## src/rtl/pcs_pkg.sv

```systemverilog
package pcs_pkg;
  // Kind of step decided at fetch time
  typedef enum logic [1:0] {
    STEP_IDLE = 2'd0,
    STEP_HALT = 2'd1,
    STEP_TRAP = 2'd2,
    STEP_RUN  = 2'd3
  } step_kind_e;
endpackage

```

## src/rtl/pcs_fetch_gate.sv

```systemverilog
module pcs_fetch_gate
  import pcs_pkg::*;
(
  input  logic       clk,
  input  logic       rst,
  input  logic       step_en,
  input  logic       bp_match,
  input  logic       exc_valid,
  output step_kind_e kind
);
  // Set after a halting step so that the retry passes the breakpoint
  logic skip_q;

  always_comb begin
    if (!step_en)                kind = STEP_IDLE;
    else if (bp_match && !skip_q) kind = STEP_HALT;
    else if (exc_valid)          kind = STEP_TRAP;
    else                         kind = STEP_RUN;
  end

  always_ff @(posedge clk) begin
    if (rst)          skip_q <= 1'b0;
    else if (step_en) skip_q <= (kind == STEP_HALT);
  end
endmodule

```

## src/rtl/pcs_next_calc.sv

```systemverilog
module pcs_next_calc
  import pcs_pkg::*;
#(
  parameter int XLEN       = 32,
  parameter int INSN_BYTES = 4
) (
  input  step_kind_e       kind,
  input  logic [XLEN-1:0]  cur_next,
  input  logic             br_taken,
  input  logic [XLEN-1:0]  br_target,
  input  logic [XLEN-1:0]  exc_vector,
  output logic [XLEN-1:0]  nxt_pc,
  output logic [XLEN-1:0]  nxt_next,
  output logic             nxt_dly
);
  localparam logic [XLEN-1:0] INCR = XLEN'(INSN_BYTES);

  always_comb begin
    nxt_pc = cur_next;
    if (kind == STEP_TRAP) begin
      nxt_next = exc_vector;
      nxt_dly  = 1'b0;
    end else if (br_taken) begin
      nxt_next = br_target;
      nxt_dly  = 1'b1;
    end else begin
      nxt_next = cur_next + INCR;
      nxt_dly  = 1'b0;
    end
  end
endmodule

```

## src/rtl/pc_sequencer.sv

```systemverilog
module pc_sequencer
  import pcs_pkg::*;
#(
  parameter int XLEN       = 32,
  parameter int INSN_BYTES = 4,
  parameter logic [XLEN-1:0] RESET_PC = '0
) (
  input  logic            clk,
  input  logic            rst,
  input  logic            step_en,
  input  logic            br_taken,
  input  logic [XLEN-1:0] br_target,
  input  logic            exc_valid,
  input  logic [XLEN-1:0] exc_vector,
  input  logic            bp_match,
  output logic [XLEN-1:0] pc,
  output logic [XLEN-1:0] pc_prev,
  output logic [XLEN-1:0] pc_next,
  output logic            in_delay_slot,
  output logic            halt_o,
  output logic            exec_o
);
  localparam logic [XLEN-1:0] RESET_NEXT = RESET_PC + XLEN'(INSN_BYTES);

  step_kind_e      kind;
  logic [XLEN-1:0] nxt_pc, nxt_next;
  logic            nxt_dly;
  logic            advance;

  pcs_fetch_gate u_gate (
    .clk      (clk),
    .rst      (rst),
    .step_en  (step_en),
    .bp_match (bp_match),
    .exc_valid(exc_valid),
    .kind     (kind)
  );

  pcs_next_calc #(.XLEN(XLEN), .INSN_BYTES(INSN_BYTES)) u_calc (
    .kind      (kind),
    .cur_next  (pc_next),
    .br_taken  (br_taken),
    .br_target (br_target),
    .exc_vector(exc_vector),
    .nxt_pc    (nxt_pc),
    .nxt_next  (nxt_next),
    .nxt_dly   (nxt_dly)
  );

  assign advance = (kind == STEP_RUN) || (kind == STEP_TRAP);

  always_ff @(posedge clk) begin
    if (rst) begin
      pc            <= RESET_PC;
      pc_prev       <= RESET_PC;
      pc_next       <= RESET_NEXT;
      in_delay_slot <= 1'b0;
      halt_o        <= 1'b0;
      exec_o        <= 1'b0;
    end else begin
      halt_o <= (kind == STEP_HALT);
      exec_o <= (kind == STEP_RUN);
      if (advance) begin
        pc_prev       <= pc;
        pc            <= nxt_pc;
        pc_next       <= nxt_next;
        in_delay_slot <= nxt_dly;
      end
    end
  end
endmodule

```

## config.mk

```make
export PLATFORM = sky130hd
export DESIGN_NAME = pc_sequencer
export DESIGN_NICKNAME = d
export VERILOG_FILES = /design/src/rtl/pcs_pkg.sv /design/src/rtl/pcs_fetch_gate.sv /design/src/rtl/pcs_next_calc.sv /design/src/rtl/pc_sequencer.sv
export SDC_FILE = /design/constraint.sdc
export NUM_CORES = 1
export LEC_CHECK = 0
export BUFFER_PORTS_ARGS = -buffer_cell sky130_fd_sc_hd__buf_2
export CORE_UTILIZATION = 53
export DETAILED_ROUTE_END_ITERATION = 10
export GPL_ROUTABILITY_DRIVEN = 0
export PLACE_DENSITY = 0.85
export SLEW_MARGIN = 5
export SYNTH_ARGS = -nofsm -noshare
export SYNTH_HDL_FRONTEND = slang
export SYNTH_SLANG_ARGS = --single-unit
```

## constraint.sdc

```tcl
create_clock -name clk -period 4.3 [get_ports clk]
set_clock_uncertainty 0.2 [all_clocks]
set_input_delay 0.43 -clock clk [delete_from_list [all_inputs] [get_ports clk]]
set_output_delay 0.43 -clock clk [all_outputs]
set_load 0.005 [all_outputs]
```

==> impl_metrics.toml, run 1 <==
[clock_network]
post_cts_buffers = 0
cts-buffers-inserted = 9
cts_sinks = 100
clkTransAtPathRegs_ns = 0.09
cts_tree = "yes"
htreeDepth = 3
root_buffer = "clkbuf_8"
clockBufferDepth = 2
cts-resized-gates = 0
insertion_delay_ns = 0.37
hold_buffers = 0

[detailed_routing]
via_count = 5104
routed_wl_um = 13560
first_pass_iters = 6
dr.first_iter.drc_count = 457
ant_nets = 0
avgRoutedWirePerCell_um = 15.73
drt-vias-per-instance = 5.921
drc = 0

[setup_path]
critical_path.top_delay_family = "compound AO/OA/AOI/OAI gates"
end_kind = "register"
cp.required_ns = 4.41
path_class = "reg2reg"
crit_fanout = 11
critPathBufInv = 0
max_stage_delay_ns = 0.87
start_kind = "register"
cp.arrival_ns = 2.54
slowest_stage = "a31oi_1"
crit_chain = "nand2b_1 -> a31oi_1 -> nand2_1 -> a21oi_1 -> o22a_1"

[global_routing]
grtUsageMet1 = 0.3795
antenna_found_initial = 0
track_usage = 0.3003
use_met3 = 0.06539
overflow = 0
grt_pass1_wl_um = 21620
grt_busiest_layer = "met2"
grt_max_degree = 91
grt_pass1_vias = 4644
grt_util_met2 = 0.4940

[timing]
post-route-min-period_ns = 2.434
fin_ws_ns = 1.866
final-setup-viol-count = 0
finalCritPeriodShare = 0.5661
rsz0062_at_grt = "false"
relSlewSlack = 0.2537
fin_setup_tns_ns = 0
holdWs_ns = 0.1311
final-hold-violation-count = 0
worstMarginPinSlew_ns = 1.114
fmax_mhz = 410.8
drv_slew = 0

[floorplan]
io_pins = 169
dieHeight_um = 95.51
num_rows = 33
dieArea_mm2 = 0.009122
start_util = 0.5557
core_area_mm2 = 0.008341
die_w_um = 95.51

[place]
portBuffers = 168
pre_cts_ws_ns = 1.775
hpwlAfterDp_um = 9207

[synth]
synth-xor-area-share = 0.005670
synth_compound_area_frac = 0.2384
async_reset_ff_frac = 0
ys_seq_elements = 100
synth_flop_cell = "dfxtp_1"
synth_cell_types = 55
syn-num-nets = 693
synth_edf_count = 0
netlist_area_mm2 = 0.004634
ys_seq_area_frac = 0.4320
synthCells = 622
yosysWarnings = 0
synthSimpleGateAreaFrac = 0.2530
yosys-mux-area-fraction = 0.01755
synthAdderAreaFrac = 0.002700
synth_top_family_by_area = "simple AND/OR/NAND/NOR gates"
syn_avg_cell_area_um2 = 7.451

[power]
p_per_area_mw_per_mm2 = 317.3
internal_power_mw = 1.265
combPwrFrac = 0.137
swShare = 0.2890
p_switching_mw = 0.5142
power_frac_seq = 0.562
p_leak_nw = 2.428
power_frac_clock = 0.302
peakVddDrop_v = 0.0001571

[final_layout]
area_growth_pct = 20.98
fillers = 709
fin_nets = 824
antenna_cells = 0
layout_commonest_cell = "nand2_1"
final_cell_mix = "nand2_1 (173), buf_2 (167), a21oi_1 (101)"
final_util = 0.6722
layout-drive-gt1-share = 0.2642

[hold_path]
hold_class = "in2reg"

[run_status]
status = "complete, no violations"

[flow_run]
cap_violations = 0
[per-layer routing]
layer  up-vias  routed length (µm)
li1       2424                   -
met1      2386                5474
met2       270                6718
met3        24                1125
met4         0                 239
met5         -                   0
[sequential cells by signal, indices dropped and copies added, names as in the netlist]
name	cells
exec_o	1
halt_o	1
in_delay_slot	1
pc	32
pc_next	32
pc_prev	32
u_gate.skip_q	1
[cell usage after synthesis (all sizes together) (2+ instances only)]
| library cell | n | area, µm² |
|---|---|---|
| a211oi | 3 | 22.52 |
| nand3b | 4 | 30.03 |
| nor3 | 14 | 70.07 |
| inv | 8 | 30.03 |
| nand3 | 17 | 90.09 |
| a221oi | 5 | 43.79 |
| nor3b | 2 | 15.01 |
| o211a | 2 | 20.02 |
| nor4 | 3 | 33.78 |
| nand4 | 6 | 43.79 |
| o21ai | 32 | 160.1 |
| o32ai | 3 | 26.28 |
| a21oi | 101 | 505.5 |
| o31a | 4 | 35.03 |
| o22ai | 7 | 43.79 |
| and2 | 3 | 18.77 |
| o22a | 2 | 17.52 |
| nor2b | 2 | 12.51 |
| clkbuf | 39 | 146.4 |
| and4 | 3 | 27.53 |
| xnor2 | 3 | 26.28 |
| and3 | 9 | 60.06 |
| a2bb2oi | 2 | 17.52 |
| a22oi | 3 | 22.52 |
| nor2 | 21 | 86.33 |
| o211ai | 2 | 15.01 |
| o21a | 5 | 37.54 |
| buf | 12 | 55.05 |
| a41oi | 2 | 17.52 |
| mux2i | 7 | 70.07 |
| a31oi | 5 | 31.28 |
| a21o | 2 | 15.01 |
| a31o | 3 | 26.28 |
| nand2 | 174 | 653.1 |
| dfxtp | 100 | 2002 |
[path summary, 6_finish.rpt]
path	start	endpoint	slack, ns	cells after the start
setup / recovery	u_gate.skip_q	pc_next[23]	1.87	5
hold reg to reg	u_gate.skip_q	halt_o	0.25	1
setup reg to reg	u_gate.skip_q	pc_next[23]	1.87	5
hold / removal	bp_match	halt_o	0.13	3
[worst min-delay path: stages]
cell     delay, ns
buf_2         0.11
nand2_1       0.07
nor3_1        0.04
[power groups by stage]
| stage | Sequential, mW | Combinational, mW | Clock (mW) |
|---|---|---|---|
| 3_3_place_gp | 1.02 | 0.233 | 0 |
| 3_5_place_dp | 1.02 | 0.239 | 0 |
| 2_1_floorplan | 1.01 | 0.148 | 0 |
| 4_1_cts | 0.998 | 0.241 | 0.541 |
| 6_report | 0.999 | 0.243 | 0.537 |
| 5_1_grt | 1.01 | 0.268 | 0.588 |
[through the flow]
stage | instance area, µm² | power, mW | std cells
2_1_floorplan | 4634 | 1.155 | 622
5_1_grt | 5607 | 1.861 | 862
6_report | 5607 | 1.779 | 862
4_1_cts | 5607 | 1.780 | 862
3_5_place_dp | 5440 | 1.259 | 847
3_3_place_gp | 5440 | 1.250 | 847
[logic make-up (layout without fill, tap and decap cells)]
group                    count (synthesis)  count (layout)
multiplexers                             8               8
AO/OA/AOI/OAI                          188             188
XOR/XNOR                                 3               3
flip-flops                             100             100
adder cells (fa/ha/maj)                  1               1
buffers and inverters                   60             195
AND/OR/NAND/NOR                        262             262
[area by class of cell]
type	count	area, µm²	share of cell area
Inverter	9	33.78	0.006025
Multi-Input combinational cell	462	2407	0.4294
Tap cell	105	131.4	0.02343
Timing Repair Buffer	171	865.8	0.1544
Clock inverter	5	38.79	0.006918
Clock buffer	10	127.6	0.02276
Sequential cell	100	2002	0.3571
Note: power is estimated with default switching activity, not from simulation.
==> run 2: changes to the inputs <==
--- a/config.mk
+++ b/config.mk
@@ -5,11 +5,12 @@
 export SDC_FILE = /design/constraint.sdc
 export NUM_CORES = 1
 export LEC_CHECK = 0
+export ABC_AREA = 1
 export BUFFER_PORTS_ARGS = -buffer_cell sky130_fd_sc_hd__buf_2
-export CORE_UTILIZATION = 53
+export CORE_UTILIZATION = 45
 export DETAILED_ROUTE_END_ITERATION = 10
 export GPL_ROUTABILITY_DRIVEN = 0
-export PLACE_DENSITY = 0.85
+export PLACE_DENSITY = 0.76
 export SLEW_MARGIN = 5
 export SYNTH_ARGS = -nofsm -noshare
 export SYNTH_HDL_FRONTEND = slang
==> constraint.sdc (replaced) <==
create_clock -name clk -period 2.2 [get_ports clk]
set_clock_uncertainty 0.2 [all_clocks]
set_input_delay 0.22 -clock clk [delete_from_list [all_inputs] [get_ports clk]]
set_output_delay 0.22 -clock clk [all_outputs]
set_load 0.005 [all_outputs]
==> impl_metrics.toml, run 2 <==
[synth]
synth_flop_cell = "dfxtp_1"
synth_area_leaders = "dfxtp_1 (42%), nand2_1 (14%), nor2_1 (9.0%), o21ai_0 (7.4%), a21oi_1 (6.6%)"
synthCells = 722
ys_seq_area_frac = 0.4208
async_reset_ff_frac = 0
synth_most_common_cell = "nand2_1"
synth_commonest_cells = "nand2_1 (178), nor2_1 (114), dfxtp_1 (100), inv_1 (77), o21ai_0 (70)"
yosysTopAreaCell = "dfxtp_1"
synth_cell_types = 24
ys_seq_elements = 100
synth_edf_count = 0
syn-num-nets = 793
netlist.area_leader.share = 0.4208
netlist_area_mm2 = 0.004757
syn_avg_cell_area_um2 = 6.589
yosysWarnings = 0

[detailed_routing]
drc = 0
drt-vias-per-instance = 5.086
via_count = 5381
first_pass_iters = 6
ant_nets = 0
dr.first_iter.drc_count = 466
routed_wl_um = 14780
avgRoutedWirePerCell_um = 13.97

[global_routing]
overflow = 0
track_usage = 0.2761
antenna_found_initial = 0
grt_pass1_wl_um = 24500
grt_max_degree = 54
grt_pass1_vias = 5013

[setup_path]
start_kind = "input port"
crit_fanout = 22
max_stage_delay_ns = 0.56
crit_top_cell = "inv_1"
cp.required_ns = 2.30
end_kind = "register"
slowest_stage = "inv_1"
critPathBufInv = 4
cp.arrival_ns = 2.13
path_class = "in2reg"
critical_path.top_delay_family = "buffers and inverters"
crit_chain = "dlygate4sd3_1 -> buf_2 -> inv_1 -> a21oi_4 -> nand2_2 -> nand2_1 -> inv_1 -> nand3_1 -> a31oi_1"

[floorplan]
start_util = 0.4629
dieArea_mm2 = 0.01099
dieHeight_um = 104.8
core_area_mm2 = 0.01028
die_w_um = 104.8
num_rows = 37
io_pins = 169

[timing]
drv_slew = 0
relSlewSlack = 0.5147
final-hold-violation-count = 0
finalCritPeriodShare = 0.9240
final-setup-viol-count = 0
fmax_mhz = 491.9
holdWs_ns = 0.01148
post-route-min-period_ns = 2.033
rsz0062_at_grt = "false"
worstMarginPinSlew_ns = 0.7272
fin_setup_tns_ns = 0

[clock_network]
cts-buffers-inserted = 9
clkTransAtPathRegs_ns = 0.09
htreeDepth = 3
root_buffer = "clkbuf_8"
insertion_delay_ns = 0.37
clockBufferDepth = 2
cts_tree = "yes"
cts_sinks = 100

[power]
finalPower_mw = 3.942
p_leak_nw = 3.032
p_per_area_mw_per_mm2 = 623.0
peakVddDrop_v = 0.0002949

[final_layout]
antenna_cells = 0
final_cell_mix = "nand2_1 (178), buf_2 (168), nor2_1 (114)"
area_growth_pct = 33.01
reg_top3 = "pc: 32 flops, pc_next: 32 flops, pc_prev: 32 flops"
layout_commonest_cell = "nand2_1"
layout-drive-gt1-share = 0.2137
fin_nets = 989
final_util = 0.6157

[place]
portBuffers = 168
hpwlAfterDp_um = 10230

[flow_run]
cap_violations = 0

[hold_path]
hold_class = "in2reg"

[run_status]
status = "complete, no violations"
## run 2: changes by cell type after synthesis, moves of 12 or more
cell	delta
nor2_1	+94
nand3_1	+12
clkbuf_1	-20
o21ai_0	+40
inv_1	+69
nor3_1	-13
a21oi_1	-38
a211oi_1	+15
## run 2: kinds of logic after synthesis
family | Yosys count | share of synthesized area
xor+xnor | 8 | 0.01473
flops | 100 | 0.4208
buf+inv | 116 | 0.09548
simple gates | 325 | 0.2662
compound gates | 172 | 0.2002
fa+ha+maj | 1 | 0.002630
## run 2: layout make-up
cell class                      instances  area, µm²
Clock buffer                           10      127.6
Clock inverter                          5      62.56
Fill cell                            1009       3950
Inverter                               80      302.8
Multi-Input combinational cell        506       2301
Sequential cell                       100       2002
Tap cell                              136      170.2
Timing Repair Buffer                  221       1361
## run 2: routing by layer
layer | track usage | up-vias | share of wire
li1 | - | 2707 | -
met1 | 0.3670 | 2408 | 0.45
met2 | 0.4522 | 237 | 0.46
met3 | 0.05802 | 29 | 0.078
met4 | 0.07646 | 0 | 0.018
met5 | 0 | - | 0
## run 2: stage by stage
stage          worst slack (ns)  instance area (µm²)  cells
2_1_floorplan            0.5417                 4757    722
3_3_place_gp             0.3743                 5694    999
3_5_place_dp             0.3289                 5694    999
4_1_cts                  0.1661                 6325   1058
5_1_grt                0.006969                 6327   1058
6_report                 0.1672                 6327   1058
## run 2: what timing repair did
action                                  in CTS  in global routing
endpoints found under the setup margin       0                  2
hold buffers                                44                  0
endpoints found under the hold margin       29                  0
resized for setup                            0                  2
buffers inserted                             0                  0
## run 2: where the power goes
part	switching (mW)	internal (mW)
clock network	0.657	0.527
logic	0.389	0.315
registers	0.119	1.93
total	1.17	2.78
## run 2: worst paths after layout
check / from / end / slack [ns] / cells after the start
max: step_en / pc_next[5] / 0.17 / 9
min: br_target[22] / pc_next[22] / 0.01 / 5
max reg2reg: pc_next[2] / pc_next[10] / 0.31 / 8
min reg2reg: pc[24] / pc_prev[24] / 0.29 / 2
## run 2: worst reg2reg max path, delay by kind of cell (launching register included)
family / cells / cell delay [ns]
flops: 1 / 0.45
fa+ha+maj: 1 / 0.25
buf+inv: 2 / 0.24
simple gates: 3 / 0.44
compound gates: 2 / 0.20
==> run 3: changes to the inputs <==
==> constraint.sdc (replaced) <==
create_clock -name clk -period 2.2 [get_ports clk]
set_clock_uncertainty 0.2 [all_clocks]
set_input_delay 0.22 -clock clk [delete_from_list [all_inputs] [get_ports clk]]
set_output_delay 0.22 -clock clk [all_outputs]
set_load 0.05 [all_outputs]
==> impl_metrics.toml, run 3 (synthesis results as in run 2) <==
[floorplan]
die_w_um = 104.8
dieHeight_um = 104.8
num_rows = 37
io_pins = 169
start_util = 0.4629
core_area_mm2 = 0.01028
dieArea_mm2 = 0.01099

[timing]
finalCritPeriodShare = 0.9263
post-route-min-period_ns = 2.038
rsz0062_at_grt = "false"
final-setup-viol-count = 0
fmax_mhz = 490.7
final-hold-violation-count = 1
fin_setup_tns_ns = 0
relSlewSlack = 0.5201
worstMarginPinSlew_ns = 0.7190
drv_slew = 0
holdWs_ns = -0.008876
fin_ws_ns = 0.1621

[detailed_routing]
via_count = 5391
routed_wl_um = 14640
first_pass_iters = 5
avgRoutedWirePerCell_um = 13.89
dr.first_iter.drc_count = 394
ant_nets = 0
drt-vias-per-instance = 5.115
drc = 0

[final_layout]
final_cell_mix = "nand2_1 (178), buf_2 (168), nor2_1 (114)"
layout-drive-gt1-share = 0.2146
multi_input_area_mm2 = 0.002301
antenna_cells = 0
final_cell_area_mm2 = 0.006300
layout_commonest_cell = "nand2_1"
area_growth_pct = 32.43
reg_top3 = "pc: 32 flops, pc_next: 32 flops, pc_prev: 32 flops"
fin_nets = 984
final_util = 0.6130
fillers = 995
regArea_mm2 = 0.002002
stdcell_count = 1054

[setup_path]
start_kind = "input port"
crit_fanout = 22
r2r_cells = 8
crit_chain = "dlygate4sd3_1 -> buf_2 -> inv_1 -> a21oi_4 -> nand2_2 -> nand2_1 -> inv_1 -> nand3_1 -> a31oi_1"
r2r_slack_ns = 0.26
cp.required_ns = 2.29
max_stage_delay_ns = 0.55
worstReg2RegEnd = "pc_next[18]"
path_class = "in2reg"
end_kind = "register"
crit_top_cell = "inv_1"
r2r-start = "pc_next[3]"
slowest_stage = "inv_1"
critPathLaunch = "step_en"
cp.arrival_ns = 2.13

[hold_path]
hold_depth = 5
hp-start = "br_target[23]"
worstHoldEndpoint = "pc_next[23]"
hold_class = "in2reg"

[run_status]
status = "complete, but fails checks"
violations = "negative hold slack"

[power]
finalPower_mw = 4.474
p_per_area_mw_per_mm2 = 710.2
peakVddDrop_v = 0.0003609
p_leak_nw = 3.022

[place]
hpwlAfterDp_um = 10200
pre_cts_ws_ns = 0.3172
post_dp_cell_area_mm2 = 0.005694
dp_cells = 999
portBuffers = 168

[clock_network]
htreeDepth = 3
cts-buffers-inserted = 9
clkTransAtPathRegs_ns = 0.09
cts_sinks = 100
root_buffer = "clkbuf_8"
cts-resized-gates = 0
cts_tree = "yes"
post_cts_buffers = 0
clockBufferDepth = 2
insertion_delay_ns = 0.36

[global_routing]
overflow = 0
grt_pass1_wl_um = 23970
grt_max_degree = 52
track_usage = 0.2689
antenna_found_initial = 0
grt_pass1_vias = 4947

[flow_run]
cap_violations = 0
-- run 3: worst max path at each step --
stage	cells past startpoint	end	slack, ns
after CTS	9	pc_next[5]	0.16
after floorplan	8	pc_next[14]	0.16
after global placement	8	pc_next[10]	0.37
final	9	pc_next[12]	0.16
after detailed placement	8	pc_next[18]	0.32
after global routing	9	pc_next[5]	0.01
-- run 3: routing by layer --
layer	GRT usage	vias to the layer above	part of all wire	wire [µm]
li1	-	2702	-	-
met4	0.08451	0	0.022	321
met2	0.4385	240	0.45	6604
met1	0.3607	2417	0.45	6646
met5	0	-	0	0
met3	0.04741	32	0.073	1067
-- run 3: final cells by class --
cell class	count	area share
multi-input cells	506	0.3652
clock buffers	11	0.02085
inverters	80	0.04767
clock inverters	5	0.01331
repair buffers	216	0.2081
well taps	136	0.02701
flip-flops and latches	100	0.3178
-- run 3: repair_timing --
action	4_1_cts	5_1_grt
endpoints found under the hold margin	25	0
setup endpoints to repair	0	0
hold buffers	39	0
-- run 3: critical path: cells and delay by family --
family | cells | cell delay, ns
buffers and inverters | 4 | 1.31
AND/OR/NAND/NOR | 3 | 0.37
AO/OA/AOI/OAI | 2 | 0.23
-- run 3: power by group --
part / switching, mW / internal, mW
combinational: 0.803 / 0.313
sequential: 0.119 / 1.93
clock: 0.658 / 0.647
total: 1.58 / 2.89
